File: src/rtl/sect_alloc_pkg.sv
package sect_alloc_pkg;
  localparam logic [1:0] ST_OK      = 2'd0;
  localparam logic [1:0] ST_INVALID = 2'd1;
  localparam logic [1:0] ST_SHORT   = 2'd2;

  localparam logic [1:0] POL_AON    = 2'd0;
  localparam logic [1:0] POL_BEST   = 2'd1;
  localparam logic [1:0] POL_MANUAL = 2'd2;

  typedef enum logic [2:0] {S_IDLE, S_SCAN, S_UNDO, S_EMIT, S_DONE} state_e;
endpackage

File: src/rtl/sect_req_check.sv
module sect_req_check
  import sect_alloc_pkg::*;
#(
  parameter int NSECT   = 16,
  parameter int MAX_EXT = 4,
  parameter int IDX_W   = 4,
  parameter int CNT_W   = 5,
  parameter int EXT_W   = 3
) (
  input  logic                     release_i,
  input  logic [1:0]               policy_i,
  input  logic [CNT_W-1:0]         count_i,
  input  logic [EXT_W-1:0]         ext_num_i,
  input  logic [MAX_EXT*IDX_W-1:0] ext_start_i,
  input  logic [MAX_EXT*CNT_W-1:0] ext_len_i,
  output logic                     bad_o
);
  localparam int SUM_W = CNT_W + EXT_W;

  logic [SUM_W-1:0] sum;
  logic [CNT_W:0]   endp;

  always_comb begin
    bad_o = 1'b0;
    sum   = '0;
    endp  = '0;
    if (ext_num_i > EXT_W'(MAX_EXT)) bad_o = 1'b1;
    for (int e = 0; e < MAX_EXT; e++) begin
      if (e < int'(ext_num_i)) begin
        endp = (CNT_W+1)'(ext_start_i[e*IDX_W +: IDX_W]) + (CNT_W+1)'(ext_len_i[e*CNT_W +: CNT_W]);
        if (CNT_W'(ext_start_i[e*IDX_W +: IDX_W]) >= CNT_W'(NSECT)) bad_o = 1'b1;
        if (endp > (CNT_W+1)'(NSECT)) bad_o = 1'b1;
        sum = sum + SUM_W'(ext_len_i[e*CNT_W +: CNT_W]);
      end
    end
    if (!release_i) begin
      if (count_i == '0 || count_i > CNT_W'(NSECT)) bad_o = 1'b1;
      if (policy_i == 2'd3) bad_o = 1'b1;
      if (policy_i == POL_MANUAL && sum != SUM_W'(count_i)) bad_o = 1'b1;
    end
  end
endmodule

File: src/rtl/sect_table.sv
module sect_table #(
  parameter int NSECT  = 16,
  parameter int NH     = 4,
  parameter int IDX_W  = 4,
  parameter int CNT_W  = 5,
  parameter int HEAD_W = 2
) (
  input  logic              clk_i,
  input  logic              rst_ni,
  input  logic              acc_en_i,
  input  logic              acc_drop_i,
  input  logic [IDX_W-1:0]  acc_idx_i,
  input  logic [HEAD_W-1:0] acc_head_i,
  output logic              hit_o,
  output logic [CNT_W-1:0]  free_cnt_o
);
  logic [NH-1:0]    own_q [NSECT];
  logic [NH-1:0]    cur;
  logic [CNT_W-1:0] free_q;

  assign cur        = own_q[acc_idx_i];
  // claim wins only on an all-zero mask; drop hits only if our bit is set
  assign hit_o      = acc_drop_i ? cur[acc_head_i] : (cur == '0);
  assign free_cnt_o = free_q;

  always_ff @(posedge clk_i or negedge rst_ni) begin
    if (!rst_ni) begin
      for (int s = 0; s < NSECT; s++) own_q[s] <= '0;
      free_q <= CNT_W'(NSECT);
    end else if (acc_en_i && hit_o) begin
      if (acc_drop_i) begin
        own_q[acc_idx_i][acc_head_i] <= 1'b0;
        free_q <= free_q + 1'b1;
      end else begin
        own_q[acc_idx_i][acc_head_i] <= 1'b1;
        free_q <= free_q - 1'b1;
      end
    end
  end
endmodule

File: src/rtl/sect_claim_log.sv
module sect_claim_log #(
  parameter int NSECT = 16,
  parameter int IDX_W = 4
) (
  input  logic             clk_i,
  input  logic             wr_en_i,
  input  logic [IDX_W-1:0] wr_addr_i,
  input  logic [IDX_W-1:0] wr_data_i,
  input  logic [IDX_W-1:0] rd_addr_i,
  output logic [IDX_W-1:0] rd_data_o
);
  logic [IDX_W-1:0] mem [NSECT];

  always_ff @(posedge clk_i) begin
    if (wr_en_i) mem[wr_addr_i] <= wr_data_i;
  end

  assign rd_data_o = mem[rd_addr_i];
endmodule

File: src/rtl/sect_alloc.sv
module sect_alloc
  import sect_alloc_pkg::*;
#(
  parameter int NSECT   = 16,
  parameter int NH      = 4,
  parameter int MAX_EXT = 4,
  localparam int IDX_W  = $clog2(NSECT),
  localparam int CNT_W  = $clog2(NSECT + 1),
  localparam int HEAD_W = (NH > 1) ? $clog2(NH) : 1,
  localparam int EXT_W  = $clog2(MAX_EXT + 1)
) (
  input  logic                     clk_i,
  input  logic                     rst_ni,
  input  logic                     cmd_valid_i,
  output logic                     cmd_ready_o,
  input  logic                     cmd_release_i,
  input  logic [HEAD_W-1:0]        cmd_head_i,
  input  logic [1:0]               cmd_policy_i,
  input  logic [CNT_W-1:0]         cmd_count_i,
  input  logic [EXT_W-1:0]         cmd_ext_num_i,
  input  logic [MAX_EXT*IDX_W-1:0] cmd_ext_start_i,
  input  logic [MAX_EXT*CNT_W-1:0] cmd_ext_len_i,
  output logic                     done_o,
  output logic [1:0]               status_o,
  output logic [CNT_W-1:0]         res_cnt_o,
  output logic                     ext_valid_o,
  output logic [IDX_W-1:0]         ext_start_o,
  output logic [CNT_W-1:0]         ext_len_o,
  output logic [CNT_W-1:0]         free_cnt_o
);
  state_e           state_q;
  logic             op_q;
  logic [1:0]       pol_q;
  logic [HEAD_W-1:0] head_q;
  logic [CNT_W-1:0] want_q, got_q, idx_q, off_q, pos_q, res_q, run_len_q, xl_q;
  logic [IDX_W-1:0] est_q [MAX_EXT];
  logic [CNT_W-1:0] elen_q [MAX_EXT];
  logic [EXT_W-1:0] enum_q, ei_q, ei_sel;
  logic [IDX_W-1:0] run_start_q, last_q, xs_q;
  logic [1:0]       status_q;
  logic             xv_q;

  logic             bad, walk_mode, walk_end, off_done, scan_fin, new_run;
  logic             acc_en, acc_drop, hit, log_we;
  logic [IDX_W-1:0] acc_idx, walk_sec, log_rd;

  sect_req_check #(.NSECT(NSECT), .MAX_EXT(MAX_EXT), .IDX_W(IDX_W), .CNT_W(CNT_W),
                   .EXT_W(EXT_W)) u_check (
    .release_i(cmd_release_i), .policy_i(cmd_policy_i), .count_i(cmd_count_i),
    .ext_num_i(cmd_ext_num_i), .ext_start_i(cmd_ext_start_i), .ext_len_i(cmd_ext_len_i),
    .bad_o(bad));

  sect_table #(.NSECT(NSECT), .NH(NH), .IDX_W(IDX_W), .CNT_W(CNT_W), .HEAD_W(HEAD_W)) u_table (
    .clk_i, .rst_ni, .acc_en_i(acc_en), .acc_drop_i(acc_drop), .acc_idx_i(acc_idx),
    .acc_head_i(head_q), .hit_o(hit), .free_cnt_o(free_cnt_o));

  sect_claim_log #(.NSECT(NSECT), .IDX_W(IDX_W)) u_log (
    .clk_i, .wr_en_i(log_we), .wr_addr_i(got_q[IDX_W-1:0]), .wr_data_i(acc_idx),
    .rd_addr_i(pos_q[IDX_W-1:0]), .rd_data_o(log_rd));

  assign walk_mode = op_q || (pol_q == POL_MANUAL);
  assign walk_end  = (ei_q == enum_q);
  assign ei_sel    = walk_end ? '0 : ei_q;
  assign walk_sec  = est_q[ei_sel] + off_q[IDX_W-1:0];
  assign off_done  = (off_q == elen_q[ei_sel]);
  assign scan_fin  = walk_mode ? walk_end : (got_q == want_q || idx_q == CNT_W'(NSECT));
  assign new_run   = (pos_q == '0) || ({1'b0, log_rd} != {1'b0, last_q} + 1'b1);

  always_comb begin
    acc_en   = 1'b0;
    acc_drop = 1'b0;
    acc_idx  = '0;
    if (state_q == S_SCAN && !scan_fin) begin
      if (walk_mode) begin
        acc_en   = !off_done;
        acc_drop = op_q;
        acc_idx  = walk_sec;
      end else begin
        acc_en  = 1'b1;
        acc_idx = idx_q[IDX_W-1:0];
      end
    end else if (state_q == S_UNDO && pos_q != got_q) begin
      acc_en   = 1'b1;
      acc_drop = 1'b1;
      acc_idx  = log_rd;
    end
  end

  assign log_we = (state_q == S_SCAN) && acc_en && !acc_drop && hit;

  always_ff @(posedge clk_i or negedge rst_ni) begin
    if (!rst_ni) begin
      state_q <= S_IDLE;
      op_q <= 1'b0; pol_q <= '0; head_q <= '0; want_q <= '0; got_q <= '0;
      idx_q <= '0; off_q <= '0; pos_q <= '0; res_q <= '0; enum_q <= '0; ei_q <= '0;
      run_start_q <= '0; run_len_q <= '0; last_q <= '0; status_q <= ST_OK;
      xv_q <= 1'b0; xs_q <= '0; xl_q <= '0;
      for (int e = 0; e < MAX_EXT; e++) begin
        est_q[e]  <= '0;
        elen_q[e] <= '0;
      end
    end else begin
      xv_q <= 1'b0;
      unique case (state_q)
        S_IDLE: if (cmd_valid_i) begin
          op_q   <= cmd_release_i;
          pol_q  <= cmd_policy_i;
          head_q <= cmd_head_i;
          want_q <= cmd_count_i;
          enum_q <= cmd_ext_num_i;
          for (int e = 0; e < MAX_EXT; e++) begin
            est_q[e]  <= cmd_ext_start_i[e*IDX_W +: IDX_W];
            elen_q[e] <= cmd_ext_len_i[e*CNT_W +: CNT_W];
          end
          got_q <= '0; idx_q <= '0; ei_q <= '0; off_q <= '0; pos_q <= '0;
          if (bad) begin
            status_q <= ST_INVALID;
            res_q    <= '0;
            state_q  <= S_DONE;
          end else begin
            state_q <= S_SCAN;
          end
        end
        S_SCAN: if (scan_fin) begin
          pos_q <= '0;
          if (op_q) begin
            status_q <= ST_OK;
            res_q    <= got_q;
            state_q  <= S_DONE;
          end else if (pol_q == POL_AON && got_q != want_q) begin
            state_q <= S_UNDO;
          end else begin
            state_q <= S_EMIT;
          end
        end else begin
          if (acc_en && hit) got_q <= got_q + 1'b1;
          if (!walk_mode)    idx_q <= idx_q + 1'b1;
          else if (off_done) begin
            ei_q  <= ei_q + 1'b1;
            off_q <= '0;
          end else           off_q <= off_q + 1'b1;
        end
        S_UNDO: if (pos_q == got_q) begin
          status_q <= ST_SHORT;
          res_q    <= '0;
          state_q  <= S_DONE;
        end else begin
          pos_q <= pos_q + 1'b1;
        end
        S_EMIT: if (pos_q == got_q) begin
          xv_q     <= (got_q != '0);
          xs_q     <= run_start_q;
          xl_q     <= run_len_q;
          status_q <= ST_OK;
          res_q    <= got_q;
          state_q  <= S_DONE;
        end else begin
          if (new_run) begin
            xv_q        <= (pos_q != '0);
            xs_q        <= run_start_q;
            xl_q        <= run_len_q;
            run_start_q <= log_rd;
            run_len_q   <= CNT_W'(1);
          end else begin
            run_len_q <= run_len_q + 1'b1;
          end
          last_q <= log_rd;
          pos_q  <= pos_q + 1'b1;
        end
        S_DONE: state_q <= S_IDLE;
        default: state_q <= S_IDLE;
      endcase
    end
  end

  assign cmd_ready_o = (state_q == S_IDLE);
  assign done_o      = (state_q == S_DONE);
  assign status_o    = status_q;
  assign res_cnt_o   = res_q;
  assign ext_valid_o = xv_q;
  assign ext_start_o = xs_q;
  assign ext_len_o   = xl_q;
endmodule

File: config.mk
export PLATFORM = sky130hd
export DESIGN_NAME = sect_alloc
export DESIGN_NICKNAME = d
export VERILOG_FILES = /design/src/rtl/sect_alloc_pkg.sv /design/src/rtl/sect_req_check.sv /design/src/rtl/sect_table.sv /design/src/rtl/sect_claim_log.sv /design/src/rtl/sect_alloc.sv
export SDC_FILE = /design/constraint.sdc
export NUM_CORES = 1
export LEC_CHECK = 0
export BUFFER_PORTS_ARGS = -buffer_cell sky130_fd_sc_hd__clkbuf_2
export CAP_MARGIN = 15
export CORE_ASPECT_RATIO = 0.5
export CORE_MARGIN = 4
export CORE_UTILIZATION = 60
export DETAILED_ROUTE_END_ITERATION = 7
export PLACE_DENSITY = 0.79
export SLEW_MARGIN = 20
export SYNTH_ARGS = -nofsm -noshare
export SYNTH_HDL_FRONTEND = slang
export SYNTH_HIERARCHICAL = 1
export SYNTH_SLANG_ARGS = --single-unit
File: constraint.sdc
create_clock -name clk_i -period 7.4 [get_ports clk_i]
set_input_delay 0.37 -clock clk_i [delete_from_list [all_inputs] [get_ports clk_i]]
set_output_delay 0.37 -clock clk_i [all_outputs]
set_load 0.02 [all_outputs]
; ---- After elaboration in Yosys (flattened, before gate mapping)
; Memory sizes are Yosys's and may differ from the RTL's.
; Cells that the tools add are included.
[classes]
n_mux = 95
reduce_logical = 40
order_cmp = 15
n_eq_ne = 29
n_addsub = 17
bitwise = 6
[op_table]
columns = cell, count
row1 = $mux W5, 23
row2 = $and A64 B64 Y64, 1
row3 = $mux W64, 1
row4 = $not A64 Y64, 1
row5 = $or A64 B64 Y64, 1
row6 = $mux W4, 10
row7 = $add A5 B1 Y5 const B, 6
row8 = $mux W3, 10
row9 = $pmux W5 S2, 3
row10 = $mux W1, 28
row11 = $add A4 B5 Y6, 4
row12 = $gt A6 B5 Y1 const B, 4
row13 = $mux W8, 3
row14 = $pmux W5 S4, 1
row15 = $ne A2 B2 Y1 const B, 9
row16 = $add A8 B5 Y8, 2
row17 = $bmux W4 S4, 1
row18 = $demux W4 S4, 1
row19 = $reduce_and A4 Y1, 4
row20 = $eq A5 B5 Y1, 3
row21 = $pmux W5 S3, 1
row22 = $mux W2, 6
row23 = $bmux W5 S2, 1
row24 = $logic_and A1 B1 Y1, 10
row25 = other kinds (48), 68
[word_totals]
ramBits = 64
inputBits = 52
regBits = 174
output_inout_bits = 24
n_memories = 1
[mem_list]
columns = name, depth, word_bits, rd, rd_ports_with_merged_regs, write_ports, line_no
row1 = u_log.mem, 16, 4, 1, 0, 1, sect_claim_log.sv:12  ; logic [IDX_W-1:0] mem [NSECT];

; ---- Depth between registers and ports, before layout
[logic_depth]
ltp_word = 20
depth_mapped = 29
ltp_nobuf = 26

; ---- Modules after synthesis
; The synthesis kept the hierarchy.
[by_module_without_submodules]
columns = module, cells_each, area_per_inst_um2, instances, seq_area_each_um2
row1 = sect_alloc, 613, 5616.6, 1, 2627.5
row2 = sect_table, 355, 3633.5, 1, 1727.9
row3 = sect_claim_log, 126, 2586.2, 1, 1921.8
row4 = sect_req_check, 240, 1790.5, 1, 0.0

; ---- Least setup slack after synthesis
; No wires, ideal clock.
[synth_timing]
path_type = reg-to-reg
from = reg ei_q[0]
to = mem u_log.mem[0][0], enable pin
period_less_slack_ns = 6.142
arrival_ns = 5.781
slack_ns = 1.258
path_stages_with_launch = 28
path_cell_list = dfrtp_1 > buf_4 > xnor2_1 > a31oi_2 > buf_2 > nor2_1 > a22oi_1 > o22ai_1 > ha_1 > fa_1 > xnor2_1 > nor2_1 > a21oi_1 > o2bb2ai_1 > buf_4 > buf_4 > nor2_1 > a221oi_2 > o21ai_1 > and2_1 > a211oi_1 > a21oi_1 > o21ai_0 > and3_1 > o31ai_4 > nor2_1 > or3b_2 > nor3_1
[synth_via]
elab_chain_len = 19
[synth_rtl]
columns = element, line_no
row1 = "start, declared", sect_alloc.sv:38  ; logic [EXT_W-1:0] enum_q, ei_q, ei_sel;
row2 = "start signal, assigned", sect_alloc.sv:139  ; ei_q <= ei_q + 1'b1;
row3 = $eq A3 B3 Y1, sect_alloc.sv:62  ; assign walk_end = (ei_q == enum_q);
row4 = $mux W3, sect_alloc.sv:63  ; assign ei_sel = walk_end ? '0 : ei_q;
row5 = $not A3 Y4 (implied by the code), sect_alloc.sv:64  ; assign walk_sec = est_q[ei_sel] + off_q[IDX_W-1:0];
row6 = $bmux W4 S2, sect_alloc.sv:64
row7 = $mux W4 (implied by the code) (2 in a row), sect_alloc.sv:64
row8 = $add A4 B4 Y4, sect_alloc.sv:64
row9 = $mux W4, sect_alloc.sv:74  ; if (walk_mode) begin
row10 = $mux W4 *, sect_alloc.sv:73  ; if (state_q == S_SCAN && !scan_fin) begin
row11 = named net acc_idx[2], sect_alloc.sv:45  ; logic [IDX_W-1:0] acc_idx, walk_sec, log_rd;
row12 = (+4 left out), n/a
row13 = $bmux W1 S2, sect_table.sv:23  ; assign hit_o = acc_drop_i ? cur[acc_head_i] : (cur == '0);
row14 = $mux W1 (implied by the code), sect_table.sv:23
row15 = $mux W1 *, sect_table.sv:23
row16 = named net hit, sect_alloc.sv:44  ; logic acc_en, acc_drop, hit, log_we;
row17 = $logic_and A1 B1 Y1 *, sect_alloc.sv:89  ; assign log_we = (state_q == S_SCAN) && acc_en && !acc_drop && hit;
row18 = named net log_we, sect_alloc.sv:44
row19 = $mux W1 *, sect_claim_log.sv:15  ; if (wr_en_i) mem[wr_addr_i] <= wr_data_i;
row20 = $mux W1 (implied by the code) *, sect_claim_log.sv:15
row21 = "end, declared", sect_claim_log.sv:12
; The timed path passes the listed nets; every way through them passes the cells marked *. The select of a mux whose other input is x is not followed.

; ---- Worst setup path after layout
[layout_timing]
from = reg enum_q[0]
to = mem u_log.mem[0][2], enable pin
[layout_via]
elab_chain_len = 19
[layout_rtl]
columns = element, line_no
row1 = "start, declared", sect_alloc.sv:38
row2 = "start signal, assigned", sect_alloc.sv:110  ; enum_q <= cmd_ext_num_i;
row3 = $eq A3 B3 Y1 *, sect_alloc.sv:62
row4 = $mux W3, sect_alloc.sv:63
row5 = $not A3 Y4 (implied by the code), sect_alloc.sv:64
row6 = $bmux W4 S2, sect_alloc.sv:64
row7 = $mux W4 (implied by the code) (2 in a row), sect_alloc.sv:64
row8 = $add A4 B4 Y4, sect_alloc.sv:64
row9 = $mux W4, sect_alloc.sv:74
row10 = $mux W4 *, sect_alloc.sv:73
row11 = named net acc_idx[3], sect_alloc.sv:45
row12 = (+4 left out), n/a
row13 = $bmux W1 S2, sect_table.sv:23
row14 = $mux W1 (implied by the code), sect_table.sv:23
row15 = $mux W1 *, sect_table.sv:23
row16 = named net hit, sect_alloc.sv:44
row17 = $logic_and A1 B1 Y1 *, sect_alloc.sv:89
row18 = named net log_we, sect_alloc.sv:44
row19 = $mux W1 *, sect_claim_log.sv:15
row20 = $mux W1 (implied by the code) *, sect_claim_log.sv:15
; Marks and branches as above.

==> results.rst <==
.. list-table::
   :header-rows: 1

   * - Metric
     - Value
   * - Die extent in x
     - 221 um
   * - Number of hold buffers added after CTS
     - 1
   * - Cts bufs inserted
     - 21
   * - Maximum single-stage delay on the critical path
     - 0.60 ns
   * - Fill cell total of the finished layout
     - 1622
   * - Power density normalized to cell area
     - 283 mW/mm^2
   * - Worst reg2reg path startpoint
     - enum_q[0]$_DFFE_PN0P_
   * - Average routed wire per standard cell
     - 20.4 um
   * - Number of DRC violations after detailed-routing iteration 0
     - 1191
   * - Startpoint Class
     - flip-flop
   * - Least-Margin Pin Slew
     - 0.982 ns
   * - FFs w/ async S/R, synth
     - 73.1%
   * - Power consumption
     - 4.22 mW
   * - Leakage Power
     - 6.57 nW
   * - I/O pin count
     - 76
   * - Buffers inserted during post-CTS setup optimization
     - 0
   * - Terminus of the critical flop-to-flop path
     - u_log/mem[0][2]$_DFFE_PP_
   * - Length of the first detailed-routing pass in iterations
     - 5
   * - Insertion delay to the later sink of the worst-skew pair
     - 0.52 ns
   * - Worst hold path type
     - primary input to flip-flop
   * - GR Overflow Total
     - 0
   * - Relative contribution of combinational cells to total power
     - 32.3%
   * - RePlAce Congestion
     - 1.01
   * - Port Buffers
     - 75
   * - Clock network fraction of design power
     - 27.0%
   * - Commonest cells in the synthesized netlist
     - nand2_1, dfrtp_1, o21ai_0
   * - Highest achievable clock rate
     - 0.145 GHz
   * - Sequential element share of the synthesized area
     - 46.1%
   * - Yosys reg bits
     - 238
   * - Final setup vio count
     - 0
   * - Pins Over Slew Limit
     - 0
   * - CP Data Arrival Time
     - 7.08 ns
   * - Post-synth EDFFs
     - 64
   * - Top cell type's share of synthesized area
     - 31.8%
   * - Die height
     - 115 um
   * - RSZ-0062 raised after global routing
     - false
   * - Vias per cell
     - 6.38
   * - Top area cells in the synthesized netlist
     - dfrtp_1, edfxtp_1, nand2_1, ha_1, o21ai_0
   * - Cell type with the highest aggregate area in the netlist
     - dfrtp_1
   * - CTS resizes
     - 0
   * - Total number of vias
     - 10863
   * - Hold Path Depth
     - 3
   * - Mean Syn Cell Area
     - 10.2 um^2
   * - Number of antenna violations at the first check in global routing
     - 1
   * - Setup_tns
     - 0 ns
   * - Setup skew after layout
     - 0.0165 ns
   * - Reg2Reg Depth
     - 25
   * - Longest Clk Path Bufs
     - 3
   * - Register share of total power
     - 40.7%
   * - Core area
     - 0.0220 mm^2
   * - Post-route ant nets
     - 0
   * - Initial cell density of the core
     - 61.9%
   * - Share of cells above drive strength 1
     - 14.1%
   * - Max-Cap Viols
     - 0
   * - Fin area
     - 0.0149 mm^2
   * - Post-route setup slack
     - 0.492 ns
   * - Largest fanout on the critical path
     - 14
   * - Terminating pin of the worst hold path
     - head_q[0]$_DFFE_PN0P_
   * - CTS tree
     - done
   * - Finished Layout Cells
     - 1704
   * - Hold Violations, Final
     - 0
   * - Family of cells with the greatest summed delay on the critical path
     - compound AO/OA/AOI/OAI gates
   * - Number of instances in the synthesized netlist
     - 1334
   * - Sink Count
     - 238
   * - DIE AREA
     - 0.0253 mm^2
   * - Crit path capture type
     - flip-flop
   * - Clock transition at the registers of the reported paths
     - 0.07 ns
   * - Internal power contribution
     - 2.69 mW
   * - Start-to-end type of the worst setup path
     - flip-flop to flip-flop
   * - Via count of the first global-routing pass
     - 10570
   * - HPWL after detailed placement
     - 24900 um
   * - Post-synthesis instance area
     - 0.0136 mm^2
   * - Wire length after detailed routing
     - 34800 um
   * - Tmin final
     - 6.91 ns
   * - Net Sw Power
     - 1.54 mW
   * - Register-to-register setup slack
     - 0.49 ns
   * - Slowest stage cell on the critical path
     - a32o_1
   * - Global-route wire length before repair
     - 55800 um
   * - Worst rel slew slack
     - 34.2%
   * - Crit share post-route
     - 93.3%
   * - Number of nets in the finished design
     - 1499
   * - Total DRC errors in the routed layout
     - 0
   * - Worst IR drop on VDD
     - 0.000177 V
   * - Utilization of the core after routing
     - 67.8%
   * - Hold Slack
     - 0.0511 ns
   * - Run status
     - finished, final reports clean
   * - H-tree levels
     - 1
   * - Primary FF master, synth
     - dfrtp_1
   * - Data required, critical path
     - 7.57 ns
   * - Cell area after placement
     - 0.0142 mm^2
   * - Buffers plus inverters on the worst setup path
     - 2
   * - Net count of the mapped netlist
     - 1444
   * - Synthesis-to-finish area growth
     - 9.51%
   * - Startpoint of the worst hold path
     - cmd_head_i[0]
   * - Number of core rows
     - 38
   * - Cell with the most instances on the worst path
     - a21oi_1
   * - Global router's overall resource usage
     - 27.4%
   * - Placement-stage worst setup slack
     - 0.716 ns
   * - Placed Cells incl. Taps
     - 1665
   * - Count of distinct cell types in the synthesized netlist
     - 90
   * - Number of warnings printed during yosys synthesis
     - 6
   * - Most used standard cell by instance count after synthesis
     - nand2_1
   * - Switching power share of the total
     - 36.4%
   * - Library cell used as clock root buffer
     - clkbuf_16
   * - Largest net degree at the start of global routing
     - 102
[worst max path at each step]
stage                           from                         to  cells past startpoint
2_1_floorplan    ei_q[0]$_DFFE_PN0P_  u_log/mem[0][0]$_DFFE_PP_                     27
3_3_place_gp        cmd_ext_num_i[2]    status_o[0]$_DFFE_PN0P_                     24
3_5_place_dp        cmd_ext_num_i[2]    status_o[0]$_DFFE_PN0P_                     24
4_1_cts        enum_q[0]$_DFFE_PN0P_  u_log/mem[0][3]$_DFFE_PP_                     25
5_1_grt        enum_q[0]$_DFFE_PN0P_  u_log/mem[0][3]$_DFFE_PP_                     25
6_report       enum_q[0]$_DFFE_PN0P_  u_log/mem[0][2]$_DFFE_PP_                     25
[cell usage in the layout (no fill, tap or decap), types with 31 or more instances in the layout]
cell | netlist | final
o21ai_0 | 117 | 117
mux2i_1 | 31 | 31
nor2_1 | 86 | 84
inv_1 | 61 | 61
edfxtp_1 | 64 | 64
dfrtp_1 | 173 | 172
a21oi_1 | 53 | 53
nand2_1 | 213 | 212
ha_1 | 49 | 49
nand3_1 | 45 | 45
clkbuf_2 | 2 | 74
[worst reg2reg max path, stage by stage (launching register included)]
cell and delay, ns:
dfrtp_1 0.54, xnor2_1 0.35, a31oi_2 0.13, buf_4 0.22, nor2_1 0.23, a22oi_1 0.10
o22ai_1 0.26, ha_1 0.29, a21o_1 0.16, a21oi_1 0.20, xor2_1 0.20, xnor2_1 0.08
o21ai_0 0.15, a32o_1 0.60, inv_1 0.28, a21oi_1 0.20, nand2_1 0.09, and2_1 0.18
a211oi_1 0.24, a21oi_1 0.06, o21ai_0 0.44, and3_1 0.31, o31ai_4 0.16, nor2_1 0.17
or3b_2 0.51, nor3_1 0.43
[area by class of cell]
class	count	area (um^2)	share of cell area [%]
Clock inverter	9	135	0.906
Tap cell	300	375	2.52
Antenna cell	1	2.50	0.0168
Clock buffer	28	572	3.83
Timing Repair Buffer	94	527	3.53
Inverter	61	229	1.53
Sequential cell	238	6280	42.1
Multi-Input combinational cell	973	6800	45.6
[power groups by stage]
stage	Clock, mW	Sequential, mW	Combinational (mW)
after floorplan	0	1.68	1.02
after global placement	0	1.73	1.29
after detailed placement	0	1.74	1.33
after CTS	1.16	1.71	1.34
after global routing	1.22	1.74	1.51
final	1.14	1.72	1.37
[kinds of logic after synthesis]
group	count (synthesis)	share of synthesized area, %
AND/OR/NAND/NOR	457	15.5
AO/OA/AOI/OAI	316	14.7
buffers and inverters	123	4.32
flip-flops	238	46.1
XOR/XNOR	52	3.54
adder cells (fa/ha/maj)	60	5.97
multiplexers	88	9.85
[routing by layer]
layer  vias to the layer above  wire length, um  global-route usage [%]
met5                         -                0                       0
met4                         0              990                    8.02
met3                        83             3570                    6.53
met2                       538            15600                    42.8
met1                      5321            14700                    38.7
li1                       4921                -                       -
Power figures use the tool's default switching activity.
